[src/rtl/i3c_ccc_pkg.sv]
package i3c_ccc_pkg;

   typedef enum logic [1:0] {
      EV_START = 2'd0,
      EV_WRITE = 2'd1,
      EV_READ  = 2'd2,
      EV_STOP  = 2'd3
   } ev_kind_e;

   localparam logic [6:0] BCAST_ADDR = 7'h7E;

   localparam logic [7:0] CMD_ASSIGN   = 8'h07;
   localparam logic [7:0] CMD_CLRADDR  = 8'h06;
   localparam logic [7:0] CMD_TESTMODE = 8'h0B;
   localparam logic [7:0] CMD_ALLSTAT  = 8'h29;
   localparam logic [7:0] CMD_ONESTAT  = 8'h87;
   localparam logic [7:0] CMD_NEWADDR  = 8'h88;
   localparam logic [7:0] CMD_RDID     = 8'h8D;
   localparam logic [7:0] CMD_RDBUSCH  = 8'h8E;
   localparam logic [7:0] CMD_RDDEVCH  = 8'h8F;

   localparam logic [7:0] IDLE_BYTE = 8'hFF;

endpackage

[src/rtl/i3c_ccc_addr_match.sv]
module i3c_ccc_addr_match
   import i3c_ccc_pkg::*;
#(
   parameter int ADDR_W = 7
) (
   input  logic [ADDR_W-1:0] req_addr,
   input  logic [ADDR_W-1:0] static_addr,
   input  logic [ADDR_W-1:0] dyn_addr,
   input  logic              assign_active,
   output logic              is_bcast,
   output logic              hit
);

   logic              have_dyn;
   logic [ADDR_W-1:0] own_addr;

   assign is_bcast = (req_addr == ADDR_W'(BCAST_ADDR));
   assign have_dyn = |dyn_addr;
   assign own_addr = have_dyn ? dyn_addr : static_addr;

   always_comb begin
      if (assign_active) begin
         hit = is_bcast && !have_dyn;
      end else begin
         hit = is_bcast || (req_addr == own_addr);
      end
   end

endmodule

[src/rtl/i3c_ccc_rd_mux.sv]
module i3c_ccc_rd_mux
   import i3c_ccc_pkg::*;
#(
   parameter int                 ID_BYTES = 6,
   parameter int                 OFF_W    = 4,
   parameter logic [8*ID_BYTES-1:0] ID_VAL   = '0,
   parameter logic [8*ID_BYTES-1:0] TEST_ID  = '0,
   parameter logic [7:0]         BUS_CHAR = 8'h00,
   parameter logic [7:0]         DEV_CHAR = 8'h00
) (
   input  logic             in_cmd,
   input  logic [7:0]       cmd,
   input  logic [OFF_W-1:0] offset,
   input  logic             test_mode,
   output logic [7:0]       rd_byte,
   output logic             advance
);

   logic [7:0] id_b   [ID_BYTES];
   logic [7:0] tst_b  [ID_BYTES];

   for (genvar b = 0; b < ID_BYTES; b++) begin : g_idbyte
      assign id_b[b]  = ID_VAL[8*b +: 8];
      assign tst_b[b] = TEST_ID[8*b +: 8];
   end

   logic [7:0] id_sel;
   logic [7:0] tst_sel;
   logic       in_id;

   always_comb begin
      id_sel  = IDLE_BYTE;
      tst_sel = IDLE_BYTE;
      in_id   = 1'b0;
      for (int b = 0; b < ID_BYTES; b++) begin
         if (offset == OFF_W'(b)) begin
            id_sel  = id_b[b];
            tst_sel = tst_b[b];
            in_id   = 1'b1;
         end
      end
   end

   always_comb begin
      rd_byte = IDLE_BYTE;
      advance = 1'b0;
      if (in_cmd) begin
         case (cmd)
            CMD_ASSIGN: begin
               if (in_id) begin
                  rd_byte = test_mode ? tst_sel : id_sel;
                  advance = 1'b1;
               end else if (offset == OFF_W'(ID_BYTES)) begin
                  rd_byte = BUS_CHAR;
                  advance = 1'b1;
               end else if (offset == OFF_W'(ID_BYTES + 1)) begin
                  rd_byte = DEV_CHAR;
                  advance = 1'b1;
               end
            end
            CMD_RDID: begin
               if (in_id) begin
                  rd_byte = id_sel;
                  advance = 1'b1;
               end
            end
            CMD_RDBUSCH: rd_byte = BUS_CHAR;
            CMD_RDDEVCH: rd_byte = DEV_CHAR;
            default: rd_byte = IDLE_BYTE;
         endcase
      end
   end

endmodule

[src/rtl/i3c_ccc_target.sv]
module i3c_ccc_target
   import i3c_ccc_pkg::*;
#(
   parameter int                     ADDR_W      = 7,
   parameter int                     ID_BYTES    = 6,
   parameter logic [ADDR_W-1:0]      STATIC_ADDR = 7'h2A,
   parameter logic [8*ID_BYTES-1:0]  ID_VAL      = 48'hA1B2C3D4E5F6,
   parameter logic [8*ID_BYTES-1:0]  TEST_ID     = 48'h0000554D4551,
   parameter logic [7:0]             BUS_CHAR    = 8'h26,
   parameter logic [7:0]             DEV_CHAR    = 8'h44
) (
   input  logic              clk,
   input  logic              rst_n,
   input  logic              ev_valid,
   input  logic [1:0]        ev_kind,
   input  logic [ADDR_W-1:0] ev_addr,
   input  logic              ev_rnw,
   input  logic [7:0]        ev_data,
   output logic              rsp_valid,
   output logic              rsp_ack,
   output logic [7:0]        rsp_data
);

   localparam int ASSIGN_LAST = ID_BYTES + 2;
   localparam int OFF_W       = $clog2(ASSIGN_LAST + 1);

   if (ADDR_W != 7) begin : g_bad_addr_w
      $error("i3c_ccc_target: ADDR_W must be 7");
   end
   if (ID_BYTES < 1 || ID_BYTES > 8) begin : g_bad_id_bytes
      $error("i3c_ccc_target: ID_BYTES out of range");
   end
   if (STATIC_ADDR == ADDR_W'(BCAST_ADDR)) begin : g_bad_static
      $error("i3c_ccc_target: static address collides with broadcast");
   end

   ev_kind_e kind;
   assign kind = ev_kind_e'(ev_kind);

   logic [ADDR_W-1:0] dyn_addr;
   logic              selected;
   logic              in_bcast;
   logic              in_cmd;
   logic              assign_on;
   logic              test_mode;
   logic [7:0]        cmd;
   logic [OFF_W-1:0]  offset;

   logic              is_bcast;
   logic              hit;
   logic [7:0]        rd_byte;
   logic              rd_adv;

   i3c_ccc_addr_match #(.ADDR_W(ADDR_W)) i_match (
      .req_addr      (ev_addr),
      .static_addr   (STATIC_ADDR),
      .dyn_addr      (dyn_addr),
      .assign_active (assign_on),
      .is_bcast      (is_bcast),
      .hit           (hit)
   );

   i3c_ccc_rd_mux #(
      .ID_BYTES (ID_BYTES),
      .OFF_W    (OFF_W),
      .ID_VAL   (ID_VAL),
      .TEST_ID  (TEST_ID),
      .BUS_CHAR (BUS_CHAR),
      .DEV_CHAR (DEV_CHAR)
   ) i_rdmux (
      .in_cmd    (in_cmd),
      .cmd       (cmd),
      .offset    (offset),
      .test_mode (test_mode),
      .rd_byte   (rd_byte),
      .advance   (rd_adv)
   );

   logic unused_rnw;
   assign unused_rnw = ev_rnw;

   always_ff @(posedge clk or negedge rst_n) begin
      if (!rst_n) begin
         rsp_valid <= 1'b0;
         rsp_ack   <= 1'b0;
         rsp_data  <= IDLE_BYTE;
         dyn_addr  <= '0;
         selected  <= 1'b0;
         in_bcast  <= 1'b0;
         in_cmd    <= 1'b0;
         assign_on <= 1'b0;
         test_mode <= 1'b0;
         cmd       <= '0;
         offset    <= '0;
      end else begin
         rsp_valid <= 1'b0;
         if (ev_valid) begin
            case (kind)
               EV_START: begin
                  rsp_valid <= 1'b1;
                  rsp_ack   <= hit;
                  rsp_data  <= IDLE_BYTE;
                  selected  <= hit;
                  in_bcast  <= is_bcast;
                  if (is_bcast && !assign_on) begin
                     in_cmd <= 1'b0;
                     cmd    <= '0;
                     offset <= '0;
                  end
               end
               EV_WRITE: begin
                  rsp_valid <= 1'b1;
                  rsp_ack   <= selected;
                  rsp_data  <= IDLE_BYTE;
                  if (selected) begin
                     if (in_bcast && !in_cmd) begin
                        cmd    <= ev_data;
                        in_cmd <= 1'b1;
                        offset <= '0;
                        case (ev_data)
                           CMD_ASSIGN:              assign_on <= 1'b1;
                           CMD_CLRADDR:             dyn_addr  <= '0;
                           CMD_ALLSTAT, CMD_ONESTAT: dyn_addr <= STATIC_ADDR;
                           default: ;
                        endcase
                     end else if (in_cmd) begin
                        case (cmd)
                           CMD_ASSIGN: begin
                              if (offset == OFF_W'(ASSIGN_LAST)) begin
                                 dyn_addr <= ev_data[ADDR_W-1:0];
                                 in_cmd   <= 1'b0;
                                 cmd      <= '0;
                                 offset   <= '0;
                              end
                           end
                           CMD_NEWADDR: begin
                              if (offset == '0) begin
                                 dyn_addr <= ev_data[ADDR_W-1:0];
                                 offset   <= OFF_W'(1);
                              end
                           end
                           CMD_TESTMODE: begin
                              if (offset == '0) begin
                                 test_mode <= |ev_data;
                                 offset    <= OFF_W'(1);
                              end
                           end
                           default: ;
                        endcase
                     end
                  end
               end
               EV_READ: begin
                  rsp_valid <= 1'b1;
                  rsp_ack   <= selected;
                  rsp_data  <= selected ? rd_byte : IDLE_BYTE;
                  if (selected && rd_adv) begin
                     offset <= offset + OFF_W'(1);
                  end
               end
               default: begin
                  selected  <= 1'b0;
                  in_bcast  <= 1'b0;
                  in_cmd    <= 1'b0;
                  assign_on <= 1'b0;
                  cmd       <= '0;
                  offset    <= '0;
               end
            endcase
         end
      end
   end

   assert_offset_bound_R4: assert property (@(posedge clk) disable iff (!rst_n)
      offset <= OFF_W'(ASSIGN_LAST));

   assert_assigned_nack_R3: assert property (@(posedge clk) disable iff (!rst_n)
      (ev_valid && kind == EV_START && assign_on && dyn_addr != '0)
      |=> (rsp_valid && !rsp_ack));

   assert_stop_clears_R10: assert property (@(posedge clk) disable iff (!rst_n)
      (ev_valid && kind == EV_STOP)
      |=> (!in_cmd && offset == '0 && !assign_on && !selected));

   assert_unselected_read_R11: assert property (@(posedge clk) disable iff (!rst_n)
      (ev_valid && kind == EV_READ && !selected)
      |=> (rsp_valid && !rsp_ack && rsp_data == IDLE_BYTE));

   assert_one_response_R2: assert property (@(posedge clk) disable iff (!rst_n)
      (ev_valid && kind != EV_STOP) |=> rsp_valid);

   assert_stop_silent_R2: assert property (@(posedge clk) disable iff (!rst_n)
      (!ev_valid || kind == EV_STOP) |=> !rsp_valid);

endmodule

[config.mk]
export PLATFORM = sky130hd
export DESIGN_NAME = i3c_ccc_target
export DESIGN_NICKNAME = d
export VERILOG_FILES = /design/src/rtl/i3c_ccc_pkg.sv /design/src/rtl/i3c_ccc_addr_match.sv /design/src/rtl/i3c_ccc_rd_mux.sv /design/src/rtl/i3c_ccc_target.sv
export SDC_FILE = /design/constraint.sdc
export NUM_CORES = 1
export LEC_CHECK = 0
export ABC_CLOCK_PERIOD_IN_PS = 5360
export BUFFER_PORTS_ARGS = -buffer_cell sky130_fd_sc_hd__clkbuf_2
export CAP_MARGIN = 10
export CORE_ASPECT_RATIO = 0.6
export CORE_MARGIN = 5
export CORE_UTILIZATION = 60
export CTS_CLUSTER_DIAMETER = 80
export DETAILED_ROUTE_END_ITERATION = 6
export GPL_TIMING_DRIVEN = 0
export PLACE_DENSITY = 0.86
export SETUP_SLACK_MARGIN = 0.1
export SLEW_MARGIN = 20
export SYNTH_ARGS = -nofsm -noshare
export SYNTH_HDL_FRONTEND = slang
export SYNTH_SLANG_ARGS = --single-unit
[constraint.sdc]
create_clock -name clk -period 5.36 [get_ports clk]
set_input_delay 0.268 -clock clk [delete_from_list [all_inputs] [get_ports clk]]
set_output_delay 0.268 -clock clk [all_outputs]
set_load 0.1 [all_outputs]
Word-level counts from Yosys, hierarchy flattened
Index checks and enable logic that the tools add are counted.

cells by class
  eq/ne operators = 36
  reductions and logical operators = 31
  bitwise logic cells = 4
  muxes and demuxes = 73
  add/sub/neg operators = 1

operator list
  kind                                                  count
  2-to-1 mux 8 bit                                      18
  2-to-1 mux 7 bit                                      8
  equality test 8 bit (second input constant)           5
  2-to-1 mux 4 bit                                      8
  one-hot mux 8 bit (4 select lines)                    1
  one-hot mux 7 bit (2 select lines)                    2
  equality test 8 x 3 -> 1 bit (second input constant)  3
  one-hot mux 8 bit (3 select lines)                    1
  2-to-1 mux 1 bit                                      23
  equality test 4 x 3 -> 1 bit (second input constant)  4
  one-hot mux 8 bit (2 select lines)                    1
  AND reduction 8 bit                                   2
  AND reduction 7 bit                                   2
  2-to-1 mux 6 bit                                      2
  inequality test 3 bit (second input constant)         4
  one-hot mux 4 bit (3 select lines)                    1
  one-hot mux 1 bit (2 select lines)                    5
  OR reduction 2 bit                                    5
  equality test 4 x 2 -> 1 bit (second input constant)  2
  equality test 8 x 4 -> 1 bit (second input constant)  1
  equality test 8 x 6 -> 1 bit (second input constant)  1
  inequality test 2 bit (second input constant)         4
  inequality test 4 bit (second input constant)         2
  one-hot mux 4 bit (2 select lines)                    1
  27 further kinds                                      39

storage, ports and cells
  input port bits = 21
  output and inout bits = 10
  word-level logic and storage cells = 156
  bits in registers = 34

Longest topological paths before layout
  word-level depth = 13
  depth in mapped cells = 10
  depth with buffers taken out = 8

Cells and area by module
Synthesis repeated with hierarchy kept, for this count alone.

second synthesis, totals
  cells, all modules = 282
  area, all modules = 2,504.9 sq um

by module, submodules not included
  module              instances  area an instance (sq um)  seq. area each (sq um)  cells each
  i3c_ccc_target      1          1,888.1                   860.8                   192
  i3c_ccc_rd_mux      1          427.9                     0.0                     63
  i3c_ccc_addr_match  1          188.9                     0.0                     27

Worst setup path before layout
No wires, ideal clock.

  kind = register -> register
  start point = register offset[0]
  end point = register dyn_addr[0]
  cell stages (with the launch flop) = 9
  required time = 5.239 ns
  arrival time = 1.798 ns
  path buffers = 0
  library setup time = 0.121 ns
  period minus slack after synthesis = 1.919 ns
  path slack = 3.441 ns
  path through = dfrtp_1 inv_1 ha_1 nor3b_1 and2_1 a32oi_1 o32ai_1 o21ai_2 a22o_1

between the ends
  word-level cells in the longest chain between the ends = 3
  elaborated cells on any way between the ends = 5
  classes of those cells = eq/ne: 3; reduce/logical: 2

ends and longest elaborated chain
  what                                                           line                                          RTL
  start, declared                                                i3c_ccc_target.sv:47                          logic [OFF_W-1:0] offset;
  start signal, assigned                                         i3c_ccc_target.sv:158                         offset <= offset + OFF_W'(1);
  equality test 4 bit / zero test 4 bit (equally long branches)  i3c_ccc_target.sv:129, i3c_ccc_target.sv:137
  inequality test 3 bit (no source line)                         --
  AND reduction 8 bit (no source line) *                         --
  end signal, assigned                                           i3c_ccc_target.sv:130                         dyn_addr <= ev_data[ADDR_W-1:0];
  end signal, assigned                                           i3c_ccc_target.sv:138                         dyn_addr <= ev_data[ADDR_W-1:0];
  end, declared                                                  i3c_ccc_target.sv:40                          logic [ADDR_W-1:0] dyn_addr;

Mark *: on every way between the ends. The rest lies on a longest branch, timed or not.
A chain may end at the register's enable or synchronous reset.

Worst setup path after layout
  start point = register offset[0]
  end point = register offset[0]

between the ends
  word-level cells in the longest chain between the ends = 13
  elaborated cells on any way between the ends = 29
  classes of those cells = add/sub: 1; eq/ne: 11; mux: 14; reduce/logical: 3

ends and longest elaborated chain
  what                                    line                                                                RTL
  zero test 4 bit                         i3c_ccc_rd_mux.sv:36, i3c_ccc_target.sv:137, i3c_ccc_target.sv:143
  2-to-1 mux 1 bit (6 in a row)           i3c_ccc_rd_mux.sv:36                                                if (offset == OFF_W'(b)) begin
  2-to-1 mux 1 bit (on tied branches)     i3c_ccc_rd_mux.sv:62, i3c_ccc_rd_mux.sv:50
  one-hot mux 1 bit (2 select lines)      i3c_ccc_rd_mux.sv:48                                                case (cmd)
  2-to-1 mux 1 bit                        i3c_ccc_rd_mux.sv:47                                                if (in_cmd) begin
  logical AND 1 bit                       i3c_ccc_target.sv:157                                               if (selected && rd_adv) begin
  inequality test 2 bit (no source line)  --
  AND reduction 8 bit (no source line)    --

Several ways; a longest one is shown, not always the timed one. The select of a mux whose other input is x is not followed.

==> results.toml <==
[outcome]
status = "finished, final reports clean"

[setup_path]
start_kind = "flip-flop"
arrival_ns = 2.70
max_stage_delay_ns = 0.58
crit_required_ns = 5.52
end_kind = "flip-flop"
cp_num_buf_inv = 1
r2r_setup_slack_ns = 2.82
path_common_cell = "nor4_1"
critPathKind = "reg2reg"
r2r-end = "offset[0]"
crit_chain = "inv_1, ha_1, nor4_1, nor3_1, o2111ai_1, nor4_1, o21bai_2, nand3_1"
r2r_start = "offset[0]"
crit_fanout = 7
crit_start = "offset[0]"
path_depth = 8
reg2regPathDepth = 8
cp_slowest_cell = "nor4_1"
cp_top_family = "simple AND/OR/NAND/NOR gates"

[synthesis]
synth_mux_area_frac = 0
synth_fa_ha_area_frac = 0.0411
yosysUniqueCellTypes = 58
yosys.area_share.xor_xnor = 0.0180
avgSynthCellArea_um2 = 8.49
netlist_area_um2 = 2440
postSynthCellCount = 287
synth_seq_cells = 34
synthSimpleGateAreaFrac = 0.270
synth-edff-count = 0
synth_top_area_share = 0.267
postSynth.asyncResetShare = 1.00
ys_warn_count = 0
synth-main-ff-cell = "dfrtp_1"
synth_top_cell_by_area = "dfrtp_1"
synth_compound_area_frac = 0.261
synth_fp_nets = 316
synth_top_family_by_area = "simple AND/OR/NAND/NOR gates"
synth_top_cells_by_area = "dfrtp_1, dfstp_2, o21ai_0"
seq_area_frac_synth = 0.353

[layout]
final_common_cell = "clkbuf_2"
diodes = 0
stdcell_count = 371
final_cell_mix = "clkbuf_2, dfrtp_1, nand2_1"
final_layout_size_suffix_gt1_frac = 0.201
syn_to_final_growth_pct = 12.1
final_core_util = 0.721
fin_nets = 352
fillers = 306

[floorplanning]
rows = 17
start_util = 0.643
dieArea_um2 = 5480
die_h_um = 59.4
io_pins = 31
die_w_um = 92.3
core-area_um2 = 3790

[cts]
post-cts-setup-buffers = 0
htreeDepth = 2
cts_root_buf = "clkbuf_8"
clk_pin_slew_ns = 0.07
clock-sinks = 34
clk_latency_ns = 0.29
cts.path.max_buffers = 2
cts_buffers = 5
cts_tree = "done"
postCtsHoldBufs = 0
cts_resized = 0

[power]
leakagePower_nw = 1.14
powerDensity_nw_per_um2 = 225
ir_worst_vdd_mv = 0.154

[placed_design]
place_hpwl_mm = 4.90
place_inst = 363
place_congestion = 0.958
portBuffers = 29

[grt]
grt.total_usage = 0.253
first_global_vias = 2144
grt_max_degree = 35
grt-ovfl-total = 0
grt_pass1_wl_mm = 10.8
antenna_found_initial = 0

[hold_path]
hold_class = "in2async"

[sta]
rsz0062_at_grt = "false"
hold_viol_final = 0
max_freq_ghz = 0.394
finalSetupViolCount = 0
fin_worst_skew_ns = 0.00648
finalCriticalPeriod_ns = 2.54
slew_violations = 0
post-route-period-util = 0.474
max_slew_margin = 0.441
tightest_slew_ns = 0.839
tns_ns = 0

[detailed_routing]
via_count = 2413
vias_per_cell = 6.50
drtAntennaViolNets = 0
wirelength_mm = 6.62
drt_iter0_drc = 430
dr.pass1.iters = 6
drc = 0
wl_per_cell_um = 17.8

[flow_run]
drv_cap = 0
[state kept, by name, indices dropped and copies added (netlist names)]
signal and cells:
rsp_data 8, in_bcast 1, offset 4, assign_on 1
rsp_ack 1, rsp_valid 1, selected 1, test_mode 1
dyn_addr 7, cmd 8, in_cmd 1
[layout make-up]
type	instances	area (µm²)	area share
Sequential cell	34	861	0.315
Tap cell	47	58.8	0.0215
Clock inverter	1	5.00	0.00183
Multi-Input combinational cell	223	1440	0.526
Clock buffer	7	86.3	0.0316
Buffer	9	58.8	0.0215
Inverter	21	78.8	0.0289
Timing Repair Buffer	29	145	0.0531
[report_power, final]
part,switching [mW],total (mW),internal (mW)
combinational,0.0936,0.146,0.0523
sequential,0.00812,0.269,0.261
clock,0.0965,0.200,0.104
total,0.198,0.615,0.417
[worst max path at each step]
stage	to	slack (ns)
after CTS	offset[0]	2.94
after global routing	offset[0]	2.71
after detailed placement	dyn_addr[4]	2.99
after global placement	dyn_addr[4]	3.01
after floorplan	dyn_addr[0]	3.44
final	offset[0]	2.82
[cells in the mapped netlist, types with 2 or more instances]
library cell and count:
dfrtp_1 26, nand2_1 24, o21ai_0 22, inv_1 21
a21oi_1 20, nor2_1 20, nand3_1 18, nor2b_1 10
dfstp_2 8, ha_1 8, nor3_1 8, nor4_1 8
a31oi_1 6, nand4_1 6, a22o_1 4, and3_1 4
clkbuf_1 4, o21a_1 4, o22a_1 4, xnor2_1 4
a22oi_1 3, and2_1 3, buf_6 3, o21ai_2 3
or3_1 3, a211oi_1 2, buf_2 2, nor3b_1 2
nor3b_2 2, o211ai_2 2, o31a_1 2, o31ai_1 2
o32a_1 2, o32ai_1 2, or4_1 2
[layer usage]
| layer | GRT usage | routed length [µm] |
|---|---|---|
| met1 | 0.384 | 3160 |
| met2 | 0.357 | 2750 |
| met3 | 0.0622 | 664 |
| met4 | 0.0613 | 51 |
| met5 | 0 | 0 |
[worst reg2reg max path, cell delays in order, from the launching register on]
cell       delay, ns
dfrtp_1         0.48
inv_1           0.12
ha_1            0.31
nor4_1          0.58
nor3_1          0.11
o2111ai_1       0.36
nor4_1          0.18
o21bai_2        0.16
nand3_1         0.11
[through the flow]
stage | power [mW] | setup WS, ns | instance area, µm² | hold slack, ns
finish | 0.615 | 2.82 | 2730 | 0.0688
global route | 0.642 | 2.71 | 2730 | 0.148
CTS | 0.610 | 2.94 | 2730 | 0.0987
detailed placement | 0.411 | 2.99 | 2640 | 0.406
global placement | 0.408 | 3.01 | 2640 | 0.405
floorplan | 0.366 | 3.44 | 2440 | -0.0276
[kinds of logic after synthesis]
logic type | Yosys count
DFF | 34
AOI/OAI and AO/OA | 92
buffers and inverters | 30
adders and majority gates | 8
and+or+nand+nor | 118
xor gates and xnor gates | 5
(Power assumes the default switching activity.)
